### src/rtl/tl_pkg.sv
package tl_pkg;
   typedef enum logic {
      LANE_A = 1'b0,
      LANE_B = 1'b1
   } lane_e;

   localparam int unsigned NUM_LANES = 2;
endpackage

### src/rtl/lane_cursor.sv
module lane_cursor #(
   parameter int unsigned AW = 16,
   parameter int unsigned LW = 12
) (
   input  logic          clk,
   input  logic          rst_n,
   input  logic          load,
   input  logic [AW-1:0] base,
   input  logic [LW-1:0] len,
   input  logic          step,
   output logic [AW-1:0] addr,
   output logic          active,
   output logic          last
);
   localparam logic [AW-1:0] ADDR_ONE = AW'(1);
   localparam logic [LW-1:0] CNT_ONE  = LW'(1);

   logic [AW-1:0] ptr_q;
   logic [LW-1:0] cnt_q;

   always_ff @(posedge clk or negedge rst_n) begin
      if (!rst_n) begin
         ptr_q <= '0;
         cnt_q <= '0;
      end else if (load) begin
         ptr_q <= base;
         cnt_q <= len;
      end else if (step) begin
         ptr_q <= ptr_q + ADDR_ONE;
         cnt_q <= cnt_q - CNT_ONE;
      end
   end

   assign addr   = ptr_q;
   assign active = (cnt_q != '0);
   assign last   = (cnt_q == CNT_ONE);


   no_underflow_chk: assert property (@(posedge clk) disable iff (!rst_n)
      step |-> active);


   addr_step_chk: assert property (@(posedge clk) disable iff (!rst_n)
      (step && !load) |=> (addr == $past(addr) + ADDR_ONE));
endmodule

### src/rtl/rr_pick.sv
module rr_pick
   import tl_pkg::*;
(
   input  logic       clk,
   input  logic       rst_n,
   input  logic       restart,
   input  logic [1:0] act,
   input  logic       fire,
   output lane_e      sel
);
   lane_e grant_q;

   always_comb begin
      if (grant_q == LANE_A) sel = act[0] ? LANE_A : LANE_B;
      else                   sel = act[1] ? LANE_B : LANE_A;
   end

   always_ff @(posedge clk or negedge rst_n) begin
      if (!rst_n)       grant_q <= LANE_A;
      else if (restart) grant_q <= LANE_A;
      else if (fire)    grant_q <= (sel == LANE_A) ? LANE_B : LANE_A;
   end


   sel_active_chk: assert property (@(posedge clk) disable iff (!rst_n)
      fire |-> ((sel == LANE_A) ? act[0] : act[1]));
endmodule

### src/rtl/out_stage.sv
module out_stage
   import tl_pkg::*;
#(
   parameter int unsigned DW = 8
) (
   input  logic          clk,
   input  logic          rst_n,
   input  logic          fire,
   input  lane_e         sel,
   input  logic [DW-1:0] rd_data,
   input  logic          fin,
   output logic [DW-1:0] pix_data,
   output logic          pix_valid,
   output logic          pix_lane,
   output logic          done
);
   always_ff @(posedge clk or negedge rst_n) begin
      if (!rst_n) begin
         pix_data  <= '0;
         pix_valid <= 1'b0;
         pix_lane  <= 1'b0;
         done      <= 1'b0;
      end else begin
         pix_valid <= fire;
         done      <= fin;
         if (fire) begin
            pix_data <= rd_data;
            pix_lane <= (sel == LANE_B);
         end
      end
   end


   one_shot_chk: assert property (@(posedge clk) disable iff (!rst_n)
      pix_valid |-> $past(fire));
endmodule

### src/rtl/twin_lane_streamer.sv
module twin_lane_streamer
   import tl_pkg::*;
#(
   parameter int unsigned DW = 8,
   parameter int unsigned AW = 16,
   parameter int unsigned LW = 12
) (
   input  logic          clk,
   input  logic          rst_n,
   input  logic          start,
   input  logic [AW-1:0] a_base,
   input  logic [LW-1:0] a_len,
   input  logic [AW-1:0] b_base,
   input  logic [LW-1:0] b_len,
   input  logic          pace,
   output logic          rd_en,
   output logic [AW-1:0] rd_addr,
   input  logic [DW-1:0] rd_data,
   output logic [DW-1:0] pix_data,
   output logic          pix_valid,
   output logic          pix_lane,
   output logic          busy,
   output logic          done
);
   initial begin
      param_chk: assert (DW >= 1 && AW >= 2 && LW >= 1 && LW <= AW + 1)
         else $error("twin_lane_streamer: bad width parameters");
   end

   logic [AW-1:0] base_v [NUM_LANES];
   logic [LW-1:0] len_v  [NUM_LANES];
   logic [AW-1:0] addr_v [NUM_LANES];
   logic [1:0]    act;
   logic [1:0]    last;
   logic [1:0]    step;
   lane_e         sel;
   logic          start_ok;
   logic          fire;
   logic          fin;

   assign base_v[0] = a_base;
   assign base_v[1] = b_base;
   assign len_v[0]  = a_len;
   assign len_v[1]  = b_len;

   assign busy     = |act;
   assign start_ok = start & ~busy;
   assign fire     = pace & busy;

   for (genvar g = 0; g < NUM_LANES; g++) begin : g_lane
      assign step[g] = fire && (sel == lane_e'(g));
      lane_cursor #(.AW(AW), .LW(LW)) u_cur (
         .clk    (clk),
         .rst_n  (rst_n),
         .load   (start_ok),
         .base   (base_v[g]),
         .len    (len_v[g]),
         .step   (step[g]),
         .addr   (addr_v[g]),
         .active (act[g]),
         .last   (last[g])
      );
   end

   rr_pick u_arb (
      .clk     (clk),
      .rst_n   (rst_n),
      .restart (start_ok),
      .act     (act),
      .fire    (fire),
      .sel     (sel)
   );

   assign rd_en   = fire;
   assign rd_addr = (sel == LANE_B) ? addr_v[1] : addr_v[0];

   always_comb begin
      if (sel == LANE_B) fin = fire && last[1] && !act[0];
      else               fin = fire && last[0] && !act[1];
      if (start_ok && a_len == '0 && b_len == '0) fin = 1'b1;
   end

   out_stage #(.DW(DW)) u_out (
      .clk       (clk),
      .rst_n     (rst_n),
      .fire      (fire),
      .sel       (sel),
      .rd_data   (rd_data),
      .fin       (fin),
      .pix_data  (pix_data),
      .pix_valid (pix_valid),
      .pix_lane  (pix_lane),
      .done      (done)
   );

   logic  moved_q;
   lane_e prev_q;
   always_ff @(posedge clk or negedge rst_n) begin
      if (!rst_n) begin
         moved_q <= 1'b0;
         prev_q  <= LANE_A;
      end else if (start_ok) begin
         moved_q <= 1'b0;
      end else if (fire) begin
         moved_q <= 1'b1;
         prev_q  <= sel;
      end
   end


   first_grant_chk: assert property (@(posedge clk) disable iff (!rst_n)
      (fire && !moved_q && act[0]) |-> (sel == LANE_A));


   alternate_chk: assert property (@(posedge clk) disable iff (!rst_n)
      (fire && moved_q && act == 2'b11) |-> (sel != prev_q));


   done_idle_chk: assert property (@(posedge clk) disable iff (!rst_n)
      done |-> !busy);


   busy_hold_chk: assert property (@(posedge clk) disable iff (!rst_n)
      (busy && !fire) |=> busy);
endmodule

### config.mk
export PLATFORM = sky130hd
export DESIGN_NAME = twin_lane_streamer
export DESIGN_NICKNAME = d
export VERILOG_FILES = /design/src/rtl/tl_pkg.sv /design/src/rtl/lane_cursor.sv /design/src/rtl/rr_pick.sv /design/src/rtl/out_stage.sv /design/src/rtl/twin_lane_streamer.sv
export SDC_FILE = /design/constraint.sdc
export NUM_CORES = 1
export LEC_CHECK = 0
export BUFFER_PORTS_ARGS = -buffer_cell sky130_fd_sc_hd__buf_2
export CAP_MARGIN = 15
export CORE_MARGIN = 4
export CORE_UTILIZATION = 50
export DETAILED_ROUTE_END_ITERATION = 8
export PLACE_DENSITY = 0.75
export RECOVER_POWER = 100
export SLEW_MARGIN = 20
export SYNTH_ARGS = -nofsm -noshare
export SYNTH_HDL_FRONTEND = slang
export SYNTH_SLANG_ARGS = --single-unit
### constraint.sdc
create_clock -name clk -period 4.45 [get_ports clk]
set_input_delay 0.6675 -clock clk [delete_from_list [all_inputs] [get_ports clk]]
set_output_delay 0.6675 -clock clk [all_outputs]
set_load 0.02 [all_outputs]
# Word-level counts from Yosys, hierarchy flattened
# Index checks and enable logic that the tools add are counted.
dict set report word_totals {
  output_inout_bits 29
  reg_bits 68
  in_bits 68
  elab_cells 54
}
dict set report op_classes {
  n_eq_ne 2
  bitwise 4
  n_addsub 4
  reduce_logical 18
  mux 17
}
# cell count
set ops {}
lappend ops {{two-way mux 16 bit} 5}
lappend ops {{two-way mux 12 bit} 4}
lappend ops {{adder 16 x 1 -> 16 bit (second input constant)} 2}
lappend ops {{equality test 12 x 1 -> 1 bit (second input constant)} 2}
lappend ops {{logical NOT 12 bit} 2}
lappend ops {{nonzero test 12 bit} 2}
lappend ops {{subtractor 12 x 1 -> 12 bit (second input constant)} 2}
lappend ops {{logical AND 1 bit} 8}
lappend ops {{two-way mux 1 bit} 8}
lappend ops {{nonzero test 2 bit} 3}
lappend ops {{AND 1 bit} 2}
lappend ops {{logical NOT 1 bit} 2}
lappend ops {{NOT 1 bit} 2}
lappend ops {{OR reduction 2 bit} 1}

# Longest topological paths before layout
# Gate-level depths: netlist (run 1).
dict set report logic_depth {
  ltp_word 7
  ltp_mapped 9
  mapped_depth_nobuf 7
}

# Cells and area by module
# Synthesis (run 1) repeated with hierarchy kept, for this count alone.
dict set report hier_totals {
  cells_unflattened 411
  area_unflattened_um2 3940.0
}
# mod n_inst cells_per_inst area_each_um2
set modules_own_cells {}
lappend modules_own_cells {lane_cursor 2 174 1569.0}
lappend modules_own_cells {out_stage 1 21 421.7}
lappend modules_own_cells {twin_lane_streamer 1 36 320.3}
lappend modules_own_cells {rr_pick 1 6 60.1}

# Least setup slack after synthesis (run 1)
# No wires, ideal clock.
dict set report synth_timing {
  path_kind {reg2out}
  startpoint {register g_lane[0].u_cur.cnt_q[0]}
  endpoint {output port rd_addr[0]}
  arrival_time_ns 2.226
  path_stages_with_launch 8
  path_slack_ns 1.557
  required_time_ns 3.783
  path_cell_list {dfrtp_1 inv_1 ha_1 nor4b_2 a31oi_1 a21oi_2 buf_2 o21ai_0}
}
dict set report synth_via {
  elab_chain_cells 4
}
# element line_no
set synth_rtl {}
lappend synth_rtl {{start, declared} lane_cursor.sv:19} ;# logic [LW-1:0] cnt_q;
lappend synth_rtl {{start signal, assigned} lane_cursor.sv:27} ;# cnt_q <= len;
lappend synth_rtl {{start signal, assigned} lane_cursor.sv:30} ;# cnt_q <= cnt_q - CNT_ONE;
lappend synth_rtl {{nonzero test 12 bit} lane_cursor.sv:35} ;# assign active = (cnt_q != '0);
lappend synth_rtl {{two-way mux 1 bit (2 in a row)} rr_pick.sv:14} ;# if (grant_q == LANE_A) sel = act[0] ? LANE_A : LANE_B;
lappend synth_rtl {{two-way mux 16 bit} twin_lane_streamer.sv:75} ;# assign rd_addr = (sel == LANE_B) ? addr_v[1] : addr_v[0];
lappend synth_rtl {{end, declared} twin_lane_streamer.sv:17} ;# output logic [AW-1:0] rd_addr,
# No other way between the ends.

# Worst setup path in the final report (run 1)
dict set report layout_timing {
  startpoint {register g_lane[0].u_cur.cnt_q[0]}
  endpoint {register g_lane[0].u_cur.ptr_q[2]}
}
dict set report layout_via {
  elab_chain_cells 6
  word_cells_on_any_way 11
}
# element line_no
set layout_rtl {}
lappend layout_rtl {{nonzero test 12 bit (*)} lane_cursor.sv:35}
lappend layout_rtl {{two-way mux 1 bit (2 in a row)} rr_pick.sv:14}
lappend layout_rtl {{NOT 1 bit} -}
lappend layout_rtl {{logical AND 1 bit} twin_lane_streamer.sv:51} ;# assign step[g] = fire && (sel == lane_e'(g));
lappend layout_rtl {{nonzero test 2 bit (no source line)} -}
lappend layout_rtl {{end signal, assigned} lane_cursor.sv:26} ;# ptr_q <= base;
lappend layout_rtl {{end signal, assigned} lane_cursor.sv:29} ;# ptr_q <= ptr_q + ADDR_ONE;
lappend layout_rtl {{end, declared} lane_cursor.sv:18} ;# logic [AW-1:0] ptr_q;
# Mark *: on every way between the ends. The rest lies on a longest branch, timed or not.
# A chain may end at the register's enable or synchronous reset.

==> impl_metrics.env, run 1 <==
export IMPL_postCtsSetupBuffers=0
export IMPL_fin_area_mm2=0.00491
export IMPL_clk_path_buf_depth=2
export IMPL_maxSlewHeadroom_pct=-37.3
export IMPL_seq_area_mm2=0.00170
export IMPL_vias=4027
export IMPL_drtIter0Drc=251
export IMPL_drc_errors=0
export IMPL_grt_usage_pct=24.5
export IMPL_syn_to_final_growth_pct=15.6
export IMPL_die_height_um=100
export IMPL_syn_avg_cell_area_um2=9.65
export IMPL_finalHoldViolCount=0
export IMPL_routed_wl_met3_um=860
export IMPL_slew_viol_final=71
export IMPL_hold_depth=1
export IMPL_worstSetupEndpointType="flop"
export IMPL_timing_fmax_mhz=252
export IMPL_antenna_left=0
export IMPL_top_layer_used="met4"
export IMPL_fin_ws_ps=488
export IMPL_synth_cells=440
export IMPL_grt_pass1_vias=3939
export IMPL_vias_per_cell=6.27
export IMPL_numCtsBuffers=9
export IMPL_drt_total_wl_um=12300
export IMPL_floorplan_initialDensity_pct=51.7
export IMPL_placed_area_mm2=0.00476
export IMPL_ys_types=64
export IMPL_die_area_mm2=0.0100
export IMPL_wire_per_inst_um=19.1
export IMPL_first_pass_iters=5
export IMPL_r2r_slack_ps=490
export IMPL_violations="capacitance limit, slew limit"
export IMPL_final_cell_mix="68 x dfrtp_1, 66 x buf_2, 39 x nand2_1"
export IMPL_fin_worst_skew_ps=10.1
export IMPL_setup_viol=0
export IMPL_fillCellCount=744
export IMPL_clock_sinks=68
export IMPL_yosysSeqAreaShare_pct=40.1
export IMPL_crit_arrival_ps=4220
export IMPL_finalCritPeriodShare_pct=89.0
export IMPL_crit_fanout=27
export IMPL_fin_tns_setup_ps=0
export IMPL_final_nets=607
export IMPL_clk_latency_ps=350
export IMPL_power_mw=2.92
export IMPL_reg2reg_depth=8
export IMPL_synth_edf_count=0
export IMPL_status="complete, but fails checks"
export IMPL_cts_root_buf="clkbuf_8"
export IMPL_core_area_mm2=0.00822
export IMPL_hp_start="g_lane[0].u_cur.cnt_q[10]"
export IMPL_crit_type="reg -> reg"
export IMPL_timing_rr_end="g_lane[0].u_cur.addr[2]"
export IMPL_wl_met1_um=5100
export IMPL_final_common_cell="dfrtp_1"
export IMPL_hold_end="g_lane[0].u_cur.cnt_q[10]"
export IMPL_crit_start="g_lane[0].u_cur.cnt_q[0]"
export IMPL_hold_path_class="reg -> reg"
export IMPL_required_ps=4710
export IMPL_antenna_found_initial=0
export IMPL_cts_tree="built"
export IMPL_multi_input_area_mm2=0.00231
export IMPL_grt_max_degree=39
export IMPL_synth_area_mm2=0.00424
export IMPL_worst_slew_pin_slew_ps=2060
export IMPL_dp_hpwl_um=9050
export IMPL_r2r_start="g_lane[0].u_cur.cnt_q[0]"
export IMPL_rows=33
export IMPL_ir_drop_mv=0.316
export IMPL_gp_congestion=0.937
export IMPL_cts_resized=0
export IMPL_powerDensity_mw_per_mm2=594
export IMPL_cts_hold_buffers_added=0
export IMPL_htree_num_levels=3
export IMPL_synth_flop_cell="dfrtp_1"
export IMPL_die_w_um=100
export IMPL_io_pins=97
export IMPL_ys_warn_count=0
export IMPL_synthArstFlopShare_pct=100
export IMPL_rsz0062_at_grt="false"
export IMPL_numPortBuffers=96
export IMPL_grt_ovfl_total=0
export IMPL_leakage_nw=2.02
export IMPL_worstSetupStartpointType="flop"
export IMPL_routed_wl_met2_um=5990
export IMPL_grt_pass1_wl_um=19500
export IMPL_antennaDiodeCount=0
export IMPL_pre_cts_ws_ps=1190
export IMPL_fin_crit_ps=3960
export IMPL_final_layout_size_suffix_gt1_share_pct=24.0
export IMPL_max_cap_violations=2
export IMPL_yosys_register_bits=68
export IMPL_synth_nets=515
export IMPL_clk_pin_slew_ps=80
## cells in the mapped netlist, types with 4 or more instances
cell,instances,share of area (%)
o32ai_1,5,1.0
nor3_1,20,2.4
a221o_1,4,0.94
nand3_1,23,2.7
buf_2,7,0.83
clkbuf_1,6,0.53
a21boi_0,4,0.71
o22ai_1,7,1.0
nand2_1,39,3.4
a21o_1,4,0.71
inv_1,18,1.6
and3_1,12,1.8
a21oi_1,20,2.4
nand4_1,12,1.8
o21ai_1,5,0.59
xnor2_1,10,2.1
nor4_4,5,2.5
mux2_2,24,6.4
a211oi_1,4,0.71
o221a_2,6,1.6
nor2_1,23,2.0
mux2i_1,4,0.94
o21ai_0,24,2.8
nor4_1,14,2.1
dfrtp_1,68,40
or3_1,5,0.74
ha_1,7,2.1
## final cells by class
type                       instances  area share, %
timing repair buffer             101           9.59
clock buffer                      13           3.65
sequential                        68           34.7
tap                              105           2.68
multi-input combinational        334           47.2
clock inverter                     3          0.867
inverter                          18           1.38
## worst max-delay path, cell delays in order, from the launching register on
cell	delay [ps]
dfrtp_1	450
inv_1	80
ha_1	190
nor4b_1	440
nand3_1	510
nor3_1	1230
clkbuf_2	610
nor3_1	110
nor3_1	230
## report_power, final
part	switching, mW	total [mW]	leakage (nW)	internal, mW
clock network	0.247	0.566	0.112	0.319
registers	0.323	1.15	0.795	0.828
logic	0.719	1.20	1.11	0.478
total	1.29	2.92	2.02	1.63
## flip-flops by register name (all words and copies together) (netlist names)
signal              count
u_out.pix_lane          1
g_lane.u_cur.cnt_q     24
u_arb.grant_q           1
u_out.pix_valid         1
g_lane.u_cur.addr      32
u_out.pix_data          8
u_out.done              1
## per-stage QoR
stage	hold WS, ps	cells	utilization [%]
3_3_place_gp	483	626	58.0
6_report	505	642	59.7
4_1_cts	454	642	60.7
3_5_place_dp	486	626	58.0
2_1_floorplan	372	440	-
5_1_grt	515	642	59.7
## worst max-delay path by stage
stage	end	cells past startpoint	slack (ps)
CTS	rd_addr[1]	7	810
global placement	rd_addr[9]	7	1300
finish	g_lane[0].u_cur.addr[2]	8	490
global route	g_lane[1].u_cur.addr[8]	8	300
floorplan	rd_addr[0]	7	1560
detailed placement	rd_addr[1]	7	1190
## kinds of logic (layout without fill, tap and decap cells)
logic type	Yosys count	in the layout	share of synthesized area (%)
simple gates	172	172	23.3
fa+ha+maj	7	7	2.06
compound gates	114	114	20.0
buf+inv	38	135	4.63
flops	68	68	40.1
mux	28	28	7.31
xor+xnor	13	13	2.68
## layer usage
metal,track usage [%],vias up
li1,-,1850
met1,32.4,1972
met4,11.0,0
met5,0,-
met2,39.1,174
met3,4.66,31
(Power assumes the default switching activity.)
==> inputs of run 2 (changes only) <==
BUFFER_PORTS_ARGS = default   (was -buffer_cell sky130_fd_sc_hd__buf_2)
DONT_BUFFER_PORTS = 1   (was default)
PLACE_DENSITY = 0.65   (was 0.75)
==> impl_metrics.env, run 2 (same netlist as run 1, synthesis figures left out) <==
export IMPL_cts_resized=0
export IMPL_rsz0062_at_grt="false"
export IMPL_clk_latency_ps=360
export IMPL_grt_max_degree=69
export IMPL_slew_viol_final=69
export IMPL_fillCellCount=775
export IMPL_final_layout_size_suffix_gt1_share_pct=11.1
export IMPL_rows=33
export IMPL_required_ps=3780
export IMPL_worst_slew_pin_slew_ps=3150
export IMPL_cp_slowest_cell="a21oi_2"
export IMPL_leakage_nw=1.74
export IMPL_antennaDiodeCount=0
export IMPL_setup_viol=0
export IMPL_grt_pass1_vias=3431
export IMPL_drt_total_wl_um=11700
export IMPL_wire_per_inst_um=21.3
export IMPL_final_nets=513
export IMPL_io_pins=97
export IMPL_grt_usage_pct=23.7
export IMPL_hold_path_class="in -> reg"
export IMPL_path_cells="inv_1, ha_1, nor4b_1, a31oi_1, clkbuf_1, a21oi_2, mux2_1"
export IMPL_final_util_pct=54.9
export IMPL_met1_usage_pct=32.5
export IMPL_power_mw=2.87
export IMPL_finalHoldViolCount=0
export IMPL_grt_pass1_wl_um=18500
export IMPL_clk_path_buf_depth=2
export IMPL_max_stage_delay_ps=700
export IMPL_core_area_mm2=0.00822
export IMPL_worstSetupStartpointType="flop"
export IMPL_maxSlewHeadroom_pct=-110
export IMPL_worstSetupEndpointType="output port"
export IMPL_grt_busiest_layer="met2"
export IMPL_drc_errors=0
export IMPL_cts_hold_buffers_added=1
export IMPL_crit_type="reg -> out"
export IMPL_reg2reg_depth=7
export IMPL_hp_start="a_base[12]"
export IMPL_die_area_mm2=0.0100
export IMPL_r2r_slack_ps=690
export IMPL_first_pass_iters=5
export IMPL_violations="capacitance limit, slew limit"
export IMPL_fin_worst_skew_ps=8.33
export IMPL_vias_per_cell=6.48
export IMPL_seq_area_mm2=0.00170
export IMPL_crit_fanout=17
export IMPL_antenna_left=0
export IMPL_drtIter0Drc=199
export IMPL_final_cell_mix="68 x dfrtp_1, 39 x nand2_1, 27 x o21ai_0"
export IMPL_finalCritPeriodShare_pct=85.6
export IMPL_grt_use_met2_pct=35.1
export IMPL_cts_root_buf="clkbuf_8"
export IMPL_gp_congestion=0.874
export IMPL_dp_hpwl_um=8400
export IMPL_antenna_found_initial=0
export IMPL_floorplan_initialDensity_pct=51.7
export IMPL_timing_rr_end="g_lane[0].u_cur.addr[6]"
export IMPL_status="complete, but fails checks"
export IMPL_crit_arrival_ps=3140
export IMPL_r2r_start="g_lane[0].u_cur.cnt_q[0]"
export IMPL_die_w_um=100
export IMPL_postCtsSetupBuffers=0
export IMPL_clk_pin_slew_ps=80
export IMPL_fin_tns_setup_ps=0
export IMPL_vias=3549
export IMPL_timing_fmax_mhz=262
export IMPL_ir_drop_mv=0.255
export IMPL_htree_num_levels=3
export IMPL_numCtsBuffers=9
export IMPL_powerDensity_mw_per_mm2=637
export IMPL_cts_tree="built"
export IMPL_hold_end="g_lane[0].u_cur.addr[12]"
export IMPL_syn_to_final_growth_pct=6.31
export IMPL_die_height_um=100
export IMPL_clock_sinks=68
export IMPL_multi_input_area_mm2=0.00232
export IMPL_numPortBuffers=0
export IMPL_largest_register_ffs=32
export IMPL_crit_buf_inv=2
export IMPL_final_common_cell="dfrtp_1"
export IMPL_max_cap_violations=1
export IMPL_crit_family="compound AO/OA/AOI/OAI gates"
export IMPL_hold_depth=2
export IMPL_grt_use_met3_pct=7.09
export IMPL_grt_ovfl_total=0
export IMPL_fin_crit_ps=3810
==> run 2: cell count changes in the layout (fill, tap and decap cells not counted), moves of 3 or more <==
cell / before / now
buf_2: 66 / 0
clkbuf_1: 32 / 3
mux2_1: 0 / 15
mux2_2: 24 / 9
clkbuf_8: 13 / 10
==> run 2: area by class of cell <==
type,count,area share (%)
Multi-Input combinational cell,334,51.4
Sequential cell,68,37.7
Clock buffer,10,3.05
Tap cell,105,2.91
Clock inverter,6,2.47
Inverter,18,1.50
Timing Repair Buffer,7,0.971
==> run 2: metrics by stage <==
stage               std cells  setup slack [ps]  area (um2)  hold slack [ps]
floorplan                 440              1560        4240              372
global placement          531              1300        4290              374
detailed placement        531              1190        4290              374
CTS                       548               797        4570              196
global route              548               334        4510              417
finish                    548               640        4510              427
==> run 2: how the worst max path moves through the flow <==
stage,start,to,slack (ps),cells past startpoint
after global placement,g_lane[0].u_cur.cnt_q[0],rd_en,1300,8
after floorplan,g_lane[0].u_cur.cnt_q[0],rd_addr[0],1560,7
after CTS,g_lane[0].u_cur.cnt_q[0],rd_en,800,8
after detailed placement,g_lane[0].u_cur.cnt_q[0],rd_en,1190,8
final,g_lane[0].u_cur.cnt_q[0],rd_addr[5],640,7
after global routing,g_lane[0].u_cur.cnt_q[0],g_lane[0].u_cur.addr[6],330,7
==> run 2: metal layers <==
metal	wire (um)	part of all wire, %
met3	906	7.8
met4	223	1.9
met5	0	0
met2	5430	47
met1	5090	44
==> run 2: power breakdown <==
part           switching, mW  leakage [nW]  internal, mW
sequential             0.308         0.795         0.829
clock                  0.255         0.122         0.387
combinational          0.680         0.827         0.414
total                   1.24          1.74          1.63
==> run 2: worst reg2reg max path: stages, from the launching register on <==
cell	delay (ps)
dfrtp_1	440
inv_1	80
ha_1	210
nor4b_1	450
nand3_1	500
nor3_2	1280
clkbuf_1	480
o21ai_0	190
